File: src/rtl/redir_pkg.sv
package redir_pkg;

  typedef enum logic [1:0] {
    CAUSE_NONE   = 2'd0,
    CAUSE_BRANCH = 2'd1,
    CAUSE_ORDER  = 2'd2,
    CAUSE_LOAD   = 2'd3
  } cause_e;

  // per-thread strobe from control to datapath
  typedef struct packed {
    logic   fire;
    cause_e cause;
  } redirStrobe_t;

endpackage

File: src/rtl/redir_ctrl.sv
module redir_ctrl
  import redir_pkg::*;
#(
  parameter int NT     = 2,
  parameter int L      = 4,
  parameter int SEQ_W  = 16,
  parameter int TID_W  = 1,
  parameter int LIDX_W = 2
) (
  input  logic                        clk,
  input  logic                        rst_n,
  input  logic [L-1:0]                laneValid,
  input  logic [L-1:0][TID_W-1:0]     laneTid,
  input  logic [L-1:0][SEQ_W-1:0]     laneSeq,
  input  logic [L-1:0]                laneMispred,
  input  logic [L-1:0]                lanePredTaken,
  input  logic [L-1:0]                laneViolation,
  input  logic [L-1:0]                laneLoadBlocked,
  input  logic [NT-1:0]               blockRetry,
  output redirStrobe_t [NT-1:0]       strobe,
  output logic [NT-1:0][LIDX_W-1:0]   winLane,
  output logic [LIDX_W:0]             incTaken,
  output logic [LIDX_W:0]             incNotTaken,
  output logic [LIDX_W:0]             incViol
);

  localparam logic [LIDX_W:0] INC_ONE = 1;

  logic [NT-1:0]            handled, handledNext;
  logic [NT-1:0]            recFlag;
  logic [NT-1:0][SEQ_W-1:0] recSeq;
  logic [TID_W-1:0]         tidV;
  logic                     older;
  cause_e                   laneCause;

  // lanes walked in order; an older cause overrides the group's record
  always_comb begin
    handledNext = handled & ~blockRetry;
    recFlag     = '0;
    recSeq      = '0;
    strobe      = '0;
    winLane     = '0;
    incTaken    = '0;
    incNotTaken = '0;
    incViol     = '0;
    tidV        = '0;
    older       = 1'b0;
    laneCause   = CAUSE_NONE;
    for (int l = 0; l < L; l++) begin
      if (laneValid[l] && (int'(laneTid[l]) < NT)) begin
        tidV      = laneTid[l];
        older     = !recFlag[tidV] || (laneSeq[l] < recSeq[tidV]);
        laneCause = CAUSE_NONE;
        if (laneMispred[l]) begin
          laneCause = CAUSE_BRANCH;
        end else if (laneViolation[l]) begin
          laneCause = CAUSE_ORDER;
          incViol   = incViol + INC_ONE;
        end else if (laneLoadBlocked[l] && !handledNext[tidV]) begin
          laneCause         = CAUSE_LOAD;
          handledNext[tidV] = 1'b1;
        end
        if (laneCause != CAUSE_NONE && older) begin
          recFlag[tidV]      = 1'b1;
          recSeq[tidV]       = laneSeq[l];
          strobe[tidV].fire  = 1'b1;
          strobe[tidV].cause = laneCause;
          winLane[tidV]      = LIDX_W'(l);
          if (laneCause == CAUSE_BRANCH) begin
            if (lanePredTaken[l]) incTaken    = incTaken + INC_ONE;
            else                  incNotTaken = incNotTaken + INC_ONE;
          end
        end
      end
    end
  end

  always_ff @(posedge clk or negedge rst_n) begin
    if (!rst_n) handled <= '0;
    else        handled <= handledNext;
  end

endmodule

File: src/rtl/redir_dpath.sv
module redir_dpath
  import redir_pkg::*;
#(
  parameter int NT         = 2,
  parameter int L          = 4,
  parameter int SEQ_W      = 16,
  parameter int PC_W       = 32,
  parameter int INST_BYTES = 4,
  parameter int CNT_W      = 16,
  parameter int LIDX_W     = 2
) (
  input  logic                        clk,
  input  logic                        rst_n,
  input  logic [L-1:0][SEQ_W-1:0]     laneSeq,
  input  logic [L-1:0][PC_W-1:0]      lanePc,
  input  logic [L-1:0][PC_W-1:0]      laneNpc,
  input  redirStrobe_t [NT-1:0]       strobe,
  input  logic [NT-1:0][LIDX_W-1:0]   winLane,
  input  logic [LIDX_W:0]             incTaken,
  input  logic [LIDX_W:0]             incNotTaken,
  input  logic [LIDX_W:0]             incViol,
  output logic [NT-1:0]               squashOut,
  output logic [NT-1:0][SEQ_W-1:0]    squashSeq,
  output logic [NT-1:0][PC_W-1:0]     restartPc,
  output logic [NT-1:0][PC_W-1:0]     restartNpc,
  output logic [NT-1:0]               mispredOut,
  output logic [NT-1:0]               takenOut,
  output logic [NT-1:0]               includeOut,
  output logic [CNT_W-1:0]            cntTakenMis,
  output logic [CNT_W-1:0]            cntNotTakenMis,
  output logic [CNT_W-1:0]            cntViolation
);

  localparam logic [PC_W-1:0] STEP = PC_W'(INST_BYTES);

  for (genvar t = 0; t < NT; t++) begin : g_thr
    logic [PC_W-1:0]  selPc, selNpc, resPc;
    logic [SEQ_W-1:0] selSeq;
    logic             isBr, isLd;

    assign selPc  = lanePc[winLane[t]];
    assign selNpc = laneNpc[winLane[t]];
    assign selSeq = laneSeq[winLane[t]];
    assign isBr   = strobe[t].cause == CAUSE_BRANCH;
    assign isLd   = strobe[t].cause == CAUSE_LOAD;
    assign resPc  = isLd ? selPc : selNpc;

    always_ff @(posedge clk or negedge rst_n) begin
      if (!rst_n) begin
        squashOut[t]  <= 1'b0;
        squashSeq[t]  <= '0;
        restartPc[t]  <= '0;
        restartNpc[t] <= '0;
        mispredOut[t] <= 1'b0;
        takenOut[t]   <= 1'b0;
        includeOut[t] <= 1'b0;
      end else if (strobe[t].fire) begin
        squashOut[t]  <= 1'b1;
        squashSeq[t]  <= selSeq;
        restartPc[t]  <= resPc;
        restartNpc[t] <= resPc + STEP;
        mispredOut[t] <= isBr;
        takenOut[t]   <= isBr && (selNpc != selPc + STEP);
        includeOut[t] <= isLd;
      end else begin
        squashOut[t]  <= 1'b0;
        squashSeq[t]  <= '0;
        restartPc[t]  <= '0;
        restartNpc[t] <= '0;
        mispredOut[t] <= 1'b0;
        takenOut[t]   <= 1'b0;
        includeOut[t] <= 1'b0;
      end
    end
  end

  always_ff @(posedge clk or negedge rst_n) begin
    if (!rst_n) begin
      cntTakenMis    <= '0;
      cntNotTakenMis <= '0;
      cntViolation   <= '0;
    end else begin
      cntTakenMis    <= cntTakenMis + CNT_W'(incTaken);
      cntNotTakenMis <= cntNotTakenMis + CNT_W'(incNotTaken);
      cntViolation   <= cntViolation + CNT_W'(incViol);
    end
  end

endmodule

File: src/rtl/redirect_arbiter.sv
module redirect_arbiter
  import redir_pkg::*;
#(
  parameter int NT         = 2,
  parameter int L          = 4,
  parameter int SEQ_W      = 16,
  parameter int PC_W       = 32,
  parameter int INST_BYTES = 4,
  parameter int CNT_W      = 16,
  localparam int TID_W     = (NT > 1) ? $clog2(NT) : 1,
  localparam int LIDX_W    = (L > 1) ? $clog2(L) : 1
) (
  input  logic                        clk,
  input  logic                        rst_n,
  input  logic [L-1:0]                laneValid,
  input  logic [L-1:0][TID_W-1:0]     laneTid,
  input  logic [L-1:0][SEQ_W-1:0]     laneSeq,
  input  logic [L-1:0][PC_W-1:0]      lanePc,
  input  logic [L-1:0][PC_W-1:0]      laneNpc,
  input  logic [L-1:0]                laneMispred,
  input  logic [L-1:0]                lanePredTaken,
  input  logic [L-1:0]                laneViolation,
  input  logic [L-1:0]                laneLoadBlocked,
  input  logic [NT-1:0]               blockRetry,
  output logic [NT-1:0]               squashOut,
  output logic [NT-1:0][SEQ_W-1:0]    squashSeq,
  output logic [NT-1:0][PC_W-1:0]     restartPc,
  output logic [NT-1:0][PC_W-1:0]     restartNpc,
  output logic [NT-1:0]               mispredOut,
  output logic [NT-1:0]               takenOut,
  output logic [NT-1:0]               includeOut,
  output logic [CNT_W-1:0]            cntTakenMis,
  output logic [CNT_W-1:0]            cntNotTakenMis,
  output logic [CNT_W-1:0]            cntViolation
);

  redirStrobe_t [NT-1:0]     strobe;
  logic [NT-1:0][LIDX_W-1:0] winLane;
  logic [LIDX_W:0]           incTaken, incNotTaken, incViol;

  redir_ctrl #(
    .NT(NT), .L(L), .SEQ_W(SEQ_W), .TID_W(TID_W), .LIDX_W(LIDX_W)
  ) u_ctrl (
    .clk(clk), .rst_n(rst_n),
    .laneValid(laneValid), .laneTid(laneTid), .laneSeq(laneSeq),
    .laneMispred(laneMispred), .lanePredTaken(lanePredTaken),
    .laneViolation(laneViolation), .laneLoadBlocked(laneLoadBlocked),
    .blockRetry(blockRetry),
    .strobe(strobe), .winLane(winLane),
    .incTaken(incTaken), .incNotTaken(incNotTaken), .incViol(incViol)
  );

  redir_dpath #(
    .NT(NT), .L(L), .SEQ_W(SEQ_W), .PC_W(PC_W), .INST_BYTES(INST_BYTES),
    .CNT_W(CNT_W), .LIDX_W(LIDX_W)
  ) u_dpath (
    .clk(clk), .rst_n(rst_n),
    .laneSeq(laneSeq), .lanePc(lanePc), .laneNpc(laneNpc),
    .strobe(strobe), .winLane(winLane),
    .incTaken(incTaken), .incNotTaken(incNotTaken), .incViol(incViol),
    .squashOut(squashOut), .squashSeq(squashSeq),
    .restartPc(restartPc), .restartNpc(restartNpc),
    .mispredOut(mispredOut), .takenOut(takenOut), .includeOut(includeOut),
    .cntTakenMis(cntTakenMis), .cntNotTakenMis(cntNotTakenMis),
    .cntViolation(cntViolation)
  );

endmodule

File: config.mk
export PLATFORM = sky130hd
export DESIGN_NAME = redirect_arbiter
export DESIGN_NICKNAME = d
export VERILOG_FILES = /design/src/rtl/redir_pkg.sv /design/src/rtl/redir_ctrl.sv /design/src/rtl/redir_dpath.sv /design/src/rtl/redirect_arbiter.sv
export SDC_FILE = /design/constraint.sdc
export NUM_CORES = 1
export LEC_CHECK = 0
export ABC_CLOCK_PERIOD_IN_PS = 40400
export BUFFER_PORTS_ARGS = -buffer_cell sky130_fd_sc_hd__buf_4
export CORE_MARGIN = 3
export CORE_UTILIZATION = 35
export CTS_BUF_LIST = sky130_fd_sc_hd__clkbuf_8 sky130_fd_sc_hd__clkbuf_16
export CTS_CLUSTER_SIZE = 24
export DETAILED_ROUTE_END_ITERATION = 6
export PLACE_DENSITY = 0.54
export SETUP_SLACK_MARGIN = 0.5
export SLEW_MARGIN = 20
export SYNTH_ARGS = -nofsm -noshare
export SYNTH_HDL_FRONTEND = slang
export SYNTH_SLANG_ARGS = --single-unit
File: constraint.sdc
create_clock -name clk -period 40.4 [get_ports clk]
set_input_delay 6.06 -clock clk [delete_from_list [all_inputs] [get_ports clk]]
set_output_delay 6.06 -clock clk [all_outputs]
set_load 0.05 [all_outputs]
==> flow_metrics.env, run 1 <==
export IMPL_run_status="finished, final reports clean"
export IMPL_syn_num_nets=3171
export IMPL_clk_path_buf_depth=3
export IMPL_antenna_violating_nets_post_route=0
export IMPL_netlist_area_um2=21000
export IMPL_timing_max_slew_rel_slack=0.293
export IMPL_fp_dieArea_um2=62900
export IMPL_global_route_usage_total=0.347
export IMPL_number_of_antenna_violations_at_the_first_check_in_global_routing=27
export IMPL_hold_path_startpoint="u_dpath.cntNotTakenMis[15]$_DFF_PN0_"
export IMPL_max_cap_violations=0
export IMPL_synth_seq_area_share=0.255
export IMPL_maximum_resistive_drop_on_vdd_v=0.0000394
export IMPL_final_layout_size_suffix_gt1_frac=0.238
export IMPL_required_ps=40830
export IMPL_fmax_ghz=0.0505
export IMPL_synth_async_reset_ratio=1.00
export IMPL_fill_cells=6028
export IMPL_finalWorstPathRequiredPeriod_ps=19800
export IMPL_tritoncts_num_sinks=214
export IMPL_floorplan_rows=89
export IMPL_post_cts_setup_buffer_count=0
export IMPL_vias=23800
export IMPL_start_util=0.355
export IMPL_worst_slew_pin_slew_ps=1030
export IMPL_post_cts_resized=0
export IMPL_pin_count=564
export IMPL_post_synth_top_area_cell="sky130_fd_sc_hd__dfrtp_1"
export IMPL_crit_start="laneTid[0]"
export IMPL_grt_first_pass_wirelength_mm=163
export IMPL_leakage_uw=0.0125
export IMPL_global_route_overflow_total=0
export IMPL_drt_vias_per_instance=5.95
export IMPL_tns_ps=0
export IMPL_clkLatencyLatePin_ps=540
export IMPL_worst_path_most_repeated_cell="sky130_fd_sc_hd__a21o_1"
export IMPL_final_hold_worst_slack_ps=473
export IMPL_fp_dieH_um=251
export IMPL_timing_final_crit_share=0.490
export IMPL_clk_transition_reported_paths_ps=60
export IMPL_p_per_area_nw_per_um2=50.0
export IMPL_finalClockSkew_ps=12.4
export IMPL_synth_compound_area_share=0.191
export IMPL_drt_total_wl_mm=114
export IMPL_critPathLaunchType="input pin"
export IMPL_postSynthRegisterBits=214
export IMPL_critical_path_max_stage_delay_ps=950
export IMPL_core_footprint_um2=59100
export IMPL_yosys_mux_area_fraction=0.110
export IMPL_drt_pre_antenna_iters=6
export IMPL_area_growth_pct=27.0
export IMPL_place_port_buffers=563
export IMPL_setup_failing_eps_final=0
export IMPL_number_of_unique_standard_cell_types_used_by_synthesis=111
export IMPL_route_detailed_drc=0
export IMPL_yosys_top_cells_area="sky130_fd_sc_hd__dfrtp_1, sky130_fd_sc_hd__nand2_1, sky130_fd_sc_hd__mux2i_1"
export IMPL_worst_hold_path_type="flop to flop"
export IMPL_synth_top_family_by_area="simple AND/OR/NAND/NOR gates"
export IMPL_dp_hpwl_mm=92.0
export IMPL_crit_path_max_fanout=66
export IMPL_critical_path_slowest_cell="sky130_fd_sc_hd__mux2i_2"
export IMPL_hold_buffers=0
export IMPL_syn_instance_count=2753
export IMPL_synth_simple_gate_area_frac=0.270
export IMPL_synth_xor_xnor_area_share=0.0865
export IMPL_routabilityCongestion=0.957
export IMPL_synth_main_ff_cell="sky130_fd_sc_hd__dfrtp_1"
export IMPL_cts_root_buffer_cell="sky130_fd_sc_hd__clkbuf_16"
export IMPL_regToRegStartpoint="u_ctrl.handled[0]$_DFF_PN0_"
export IMPL_cts_tree="built"
export IMPL_detailed_route_wire_length_per_cell_um=28.4
export IMPL_finalMaxSlewViolations=0
export IMPL_cp_arrival_ps=20230
export IMPL_synth_edff_count=0
export IMPL_dr_first_iter_drc_count=2163
export IMPL_number_of_warning_messages_in_the_yosys_log=0
export IMPL_worst_setup_path_end_kind="flop"
export IMPL_criticalPathCategory="input pin to flop"
export IMPL_cts_htree_levels=1
export IMPL_synthDominantCellAreaShare=0.255
export IMPL_syn_area_per_cell_um2=7.62
export IMPL_grt_pass1_vias=23700
export IMPL_rsz0062_at_grt="false"
export IMPL_synth_fa_ha_area_frac=0.0428
export IMPL_report_final_hold_viol_count=0
export IMPL_cts_made_buffers=24
export IMPL_nNetsFinal=3624
export IMPL_die_span_in_x_um=251
export IMPL_grt_start_max_net_pins=80
[layout by cell type (no fill, tap or decap), drive strengths merged, types with 49 or more instances in the layout]
cell type / instances
buf: 597
nand2: 526
nor2: 266
dfrtp: 214
a21oi: 173
mux2i: 150
nand3: 131
xnor2: 124
o21ai: 122
xor2: 83
a31oi: 73
ha: 67
mux2: 60
nor3: 54
inv: 49
[sequential cells by signal, indices dropped and copies added (netlist names)]
| register | cells |
|---|---|
| u_ctrl.handled | 2 |
| u_dpath.cntNotTakenMis | 16 |
| u_dpath.cntTakenMis | 16 |
| u_dpath.cntViolation | 16 |
| u_dpath.includeOut | 2 |
| u_dpath.mispredOut | 2 |
| u_dpath.restartNpc | 60 |
| u_dpath.restartPc | 64 |
| u_dpath.squashOut | 2 |
| u_dpath.squashSeq | 32 |
| u_dpath.takenOut | 2 |
[final cells by class]
| cell class | instances | area (um2) | area share |
|---|---|---|---|
| tap | 773 | 967 | 0.0363 |
| antenna | 7 | 17.5 | 0.000658 |
| clock buffer | 28 | 667 | 0.0250 |
| clock inverter | 15 | 181 | 0.00681 |
| inverter | 48 | 180 | 0.00676 |
| multi-input combinational | 2321 | 14800 | 0.554 |
| sequential | 214 | 5360 | 0.201 |
| timing repair buffer | 597 | 4510 | 0.169 |
[cell families (layout without fill, tap and decap cells)]
kind of cell               after synthesis  after routing
adders and majority gates               70             70
muxes                                  215            215
DFF                                    214            214
other                                    0              7
buffers and inverters                  218            688
and+or+nand+nor                       1223           1223
AOI/OAI and AO/OA                      606            606
xor gates and xnor gates               207            207
[path summary, 6_finish.rpt]
path,cells past startpoint,slack (ps),end
max,48,20600,u_dpath.restartNpc[60]$_DFF_PN0_
min,1,470,u_dpath.cntNotTakenMis[15]$_DFF_PN0_
max reg2reg,47,25810,u_dpath.restartNpc[60]$_DFF_PN0_
min reg2reg,1,470,u_dpath.cntNotTakenMis[15]$_DFF_PN0_
max in group asynchronous,2,33570,u_dpath.restartPc[58]$_DFF_PN0_
min in group asynchronous,1,5460,u_dpath.cntViolation[12]$_DFF_PN0_
[critical path: cells and delay by family]
| kind | cells | cell delay [ps] |
|---|---|---|
| AO/OA/AOI/OAI | 21 | 4270 |
| buffers and inverters | 4 | 1210 |
| AND/OR/NAND/NOR | 17 | 5670 |
| adder cells (fa/ha/maj) | 3 | 930 |
| multiplexers | 3 | 1880 |
[per-stage QoR]
stage / cell area (um2) / util / power [uW] / std cells / setup WS, ps
floorplan: 21000 / - / 811 / 2753 / 20880
global placement: 25700 / 0.435 / 1090 / 3952 / 20630
detailed placement: 25700 / 0.435 / 1090 / 3952 / 20350
CTS: 26600 / 0.450 / 1330 / 3995 / 20880
global route: 26600 / 0.450 / 1390 / 3998 / 19630
finish: 26600 / 0.451 / 1330 / 4003 / 20600
[where the power goes]
| group | total, uW | internal [uW] | leakage [uW] | switching, uW |
|---|---|---|---|---|
| registers | 298 | 270 | 0.00271 | 28.4 |
| clock network | 235 | 143 | 0.000425 | 91.8 |
| logic | 800 | 249 | 0.00932 | 551 |
[cells in the mapped netlist (33+ instances only)]
| cell | number |
|---|---|
| sky130_fd_sc_hd__nand2_1 | 523 |
| sky130_fd_sc_hd__nor2_1 | 264 |
| sky130_fd_sc_hd__dfrtp_1 | 214 |
| sky130_fd_sc_hd__a21oi_1 | 171 |
| sky130_fd_sc_hd__mux2i_1 | 148 |
| sky130_fd_sc_hd__nand3_1 | 129 |
| sky130_fd_sc_hd__xnor2_1 | 124 |
| sky130_fd_sc_hd__o21ai_0 | 114 |
| sky130_fd_sc_hd__clkbuf_1 | 83 |
| sky130_fd_sc_hd__xor2_1 | 83 |
| sky130_fd_sc_hd__a31oi_1 | 73 |
| sky130_fd_sc_hd__ha_1 | 67 |
| sky130_fd_sc_hd__mux2_2 | 57 |
| sky130_fd_sc_hd__nor3_1 | 52 |
| sky130_fd_sc_hd__inv_1 | 45 |
| sky130_fd_sc_hd__and3_1 | 44 |
| sky130_fd_sc_hd__buf_2 | 43 |
| sky130_fd_sc_hd__and2_1 | 35 |
| sky130_fd_sc_hd__nand4_1 | 35 |
| sky130_fd_sc_hd__buf_1 | 33 |
[routing by layer]
layer	global-route usage	vias to the layer above	part of all wire
met1	0.424	11500	0.39
met5	0	-	0.0024
met2	0.583	1257	0.47
met4	0.143	36	0.048
met3	0.0899	268	0.094
li1	-	10700	-
Power figures use the tool's default switching activity.
==> run 2: changes to the inputs <==
- ABC_CLOCK_PERIOD_IN_PS: 40400 -> 20500
- clock period: 40.4 -> 20.5 ns (I/O delays scaled with it)
==> flow_metrics.env, run 2 (synthesis results as in run 1) <==
export IMPL_leakage_uw=0.0124
export IMPL_criticalPathCategory="input pin to flop"
export IMPL_required_ps=20930
export IMPL_total_power_uw=2590
export IMPL_cts_made_buffers=24
export IMPL_drt_pre_antenna_iters=7
export IMPL_clk_transition_reported_paths_ps=60
export IMPL_worst_hold_path_type="flop to flop"
export IMPL_finalWorstPathRequiredPeriod_ps=17080
export IMPL_finalClockSkew_ps=20.9
export IMPL_worst_path_most_repeated_cell="sky130_fd_sc_hd__a21o_1"
export IMPL_drt_vias_per_instance=5.98
export IMPL_report_final_hold_viol_count=0
export IMPL_worstRegToRegCells=47
export IMPL_worst_setup_path_end_kind="flop"
export IMPL_mostFrequentLayoutCell="sky130_fd_sc_hd__buf_4"
export IMPL_grt_pass1_vias=23400
export IMPL_setup_failing_eps_final=0
export IMPL_cts_htree_levels=1
export IMPL_start_util=0.355
export IMPL_clkLatencyLatePin_ps=550
export IMPL_number_of_antenna_violations_at_the_first_check_in_global_routing=18
export IMPL_r2r_end="u_dpath.restartNpc[60]$_DFF_PN0_"
export IMPL_layout_common_cells="sky130_fd_sc_hd__buf_4, sky130_fd_sc_hd__nand2_1, sky130_fd_sc_hd__nor2_1"
export IMPL_post_cts_setup_buffer_count=0
export IMPL_global_route_overflow_total=0
export IMPL_clk_path_buf_depth=3
export IMPL_top_regs="u_dpath.restartPc: 64 flops, u_dpath.restartNpc: 60 flops, u_dpath.squashSeq: 32 flops"
export IMPL_fp_dieArea_um2=62900
export IMPL_maximum_resistive_drop_on_vdd_v=0.0000761
export IMPL_timing_max_slew_rel_slack=0.272
export IMPL_critPathLaunchType="input pin"
export IMPL_grt_start_max_net_pins=79
export IMPL_dp_hpwl_mm=92.8
export IMPL_grt_first_pass_wirelength_mm=164
export IMPL_detailed_route_wire_length_per_cell_um=28.7
export IMPL_drt_total_wl_mm=115
export IMPL_rsz0062_at_grt="false"
export IMPL_nNetsFinal=3623
export IMPL_hold_buffers=0
export IMPL_max_cap_violations=0
export IMPL_worst_slew_pin_slew_ps=1090
export IMPL_place_port_buffers=563
export IMPL_crit_start="laneTid[0]"
export IMPL_critical_path_cell_count=48
export IMPL_fmax_ghz=0.0585
export IMPL_global_route_usage_total=0.351
export IMPL_dr_first_iter_drc_count=2130
export IMPL_crit_path_max_fanout=51
export IMPL_r2r_setup_slack_ps=5630
export IMPL_post_cts_resized=0
export IMPL_area_growth_pct=26.6
export IMPL_regToRegStartpoint="u_ctrl.handled[0]$_DFF_PN0_"
export IMPL_timing_final_crit_share=0.833
export IMPL_finalMaxSlewViolations=0
export IMPL_run_status="finished, final reports clean"
export IMPL_route_detailed_drc=0
export IMPL_fp_dieH_um=251
export IMPL_tritoncts_num_sinks=214
export IMPL_timing_critical_path_buf_inv=2
export IMPL_final_layout_size_suffix_gt1_frac=0.237
export IMPL_antenna_violating_nets_post_route=0
export IMPL_p_per_area_nw_per_um2=97.7
export IMPL_largest_register="u_dpath.restartPc"
export IMPL_cp_arrival_ps=17520
export IMPL_floorplan_rows=89
export IMPL_core_footprint_um2=59100
export IMPL_critical_path_max_stage_delay_ps=980
export IMPL_routabilityCongestion=0.986
export IMPL_largest_reg_flops=64
export IMPL_tns_ps=0
export IMPL_vias=23900
export IMPL_cts_tree="built"
export IMPL_critical_path_endpoint="u_dpath.restartNpc[60]$_DFF_PN0_"
export IMPL_critical_path_slowest_cell="sky130_fd_sc_hd__mux2i_2"
export IMPL_cts_root_buffer_cell="sky130_fd_sc_hd__clkbuf_16"
export IMPL_die_span_in_x_um=251
export IMPL_pin_count=564
export IMPL_critical_path_top_delay_family="compound AO/OA/AOI/OAI gates"
-- run 2: metrics by stage --
| stage | instance area (um2) | setup WS, ps | cells | hold WS, ps | util |
|---|---|---|---|---|---|
| after global routing | 26500 | 2430 | 3994 | 489 | 0.449 |
| after CTS | 26500 | 3660 | 3991 | 478 | 0.448 |
| after detailed placement | 25700 | 3110 | 3951 | 468 | 0.435 |
| after global placement | 25700 | 3060 | 3951 | 462 | 0.435 |
| final | 26600 | 3420 | 3999 | 473 | 0.449 |
| after floorplan | 21000 | 3960 | 2753 | 717 | - |
-- run 2: area by class of cell --
type	count	area, um2
Timing Repair Buffer	596	4500
Sequential cell	214	5360
Inverter	48	180
Multi-Input combinational cell	2321	14800
Antenna cell	7	17.5
Tap cell	773	967
Clock buffer	30	694
Clock inverter	10	73.8
Fill cell	5973	32600
-- run 2: worst reg2reg max path: cells and delay by family, from the launching register on --
family / cells / cell delay [ps]
AND/OR/NAND/NOR: 15 / 5430
adder cells (fa/ha/maj): 4 / 1230
buffers and inverters: 1 / 450
flip-flops: 1 / 380
multiplexers: 1 / 1000
AO/OA/AOI/OAI: 26 / 6270
-- run 2: how the worst min path moves through the flow --
| stage | slack, ps | start | cells after the start | to |
|---|---|---|---|---|
| global placement | 460 | u_dpath.cntTakenMis[15]$_DFF_PN0_ | 1 | u_dpath.cntTakenMis[15]$_DFF_PN0_ |
| finish | 470 | u_dpath.cntNotTakenMis[15]$_DFF_PN0_ | 1 | u_dpath.cntNotTakenMis[15]$_DFF_PN0_ |
| global route | 490 | u_dpath.cntNotTakenMis[15]$_DFF_PN0_ | 1 | u_dpath.cntNotTakenMis[15]$_DFF_PN0_ |
| detailed placement | 470 | u_dpath.cntNotTakenMis[15]$_DFF_PN0_ | 1 | u_dpath.cntNotTakenMis[15]$_DFF_PN0_ |
| CTS | 480 | u_dpath.cntNotTakenMis[15]$_DFF_PN0_ | 1 | u_dpath.cntNotTakenMis[15]$_DFF_PN0_ |
| floorplan | 720 | u_ctrl.handled[0]$_DFF_PN0_ | 5 | u_ctrl.handled[0]$_DFF_PN0_ |
-- run 2: where the power goes --
group,total (uW),switching (uW),leakage [uW],internal (uW)
registers,587,55.5,0.00271,532
clock network,428,178,0.000400,249
logic,1580,1090,0.00932,490
total,2590,1320,0.0124,1270
-- run 2: routing by layer --
metal | wire length, um | global-route usage
met5 | 163 | 0
met4 | 5520 | 0.150
met3 | 10200 | 0.0809
met2 | 53500 | 0.589
met1 | 45200 | 0.434
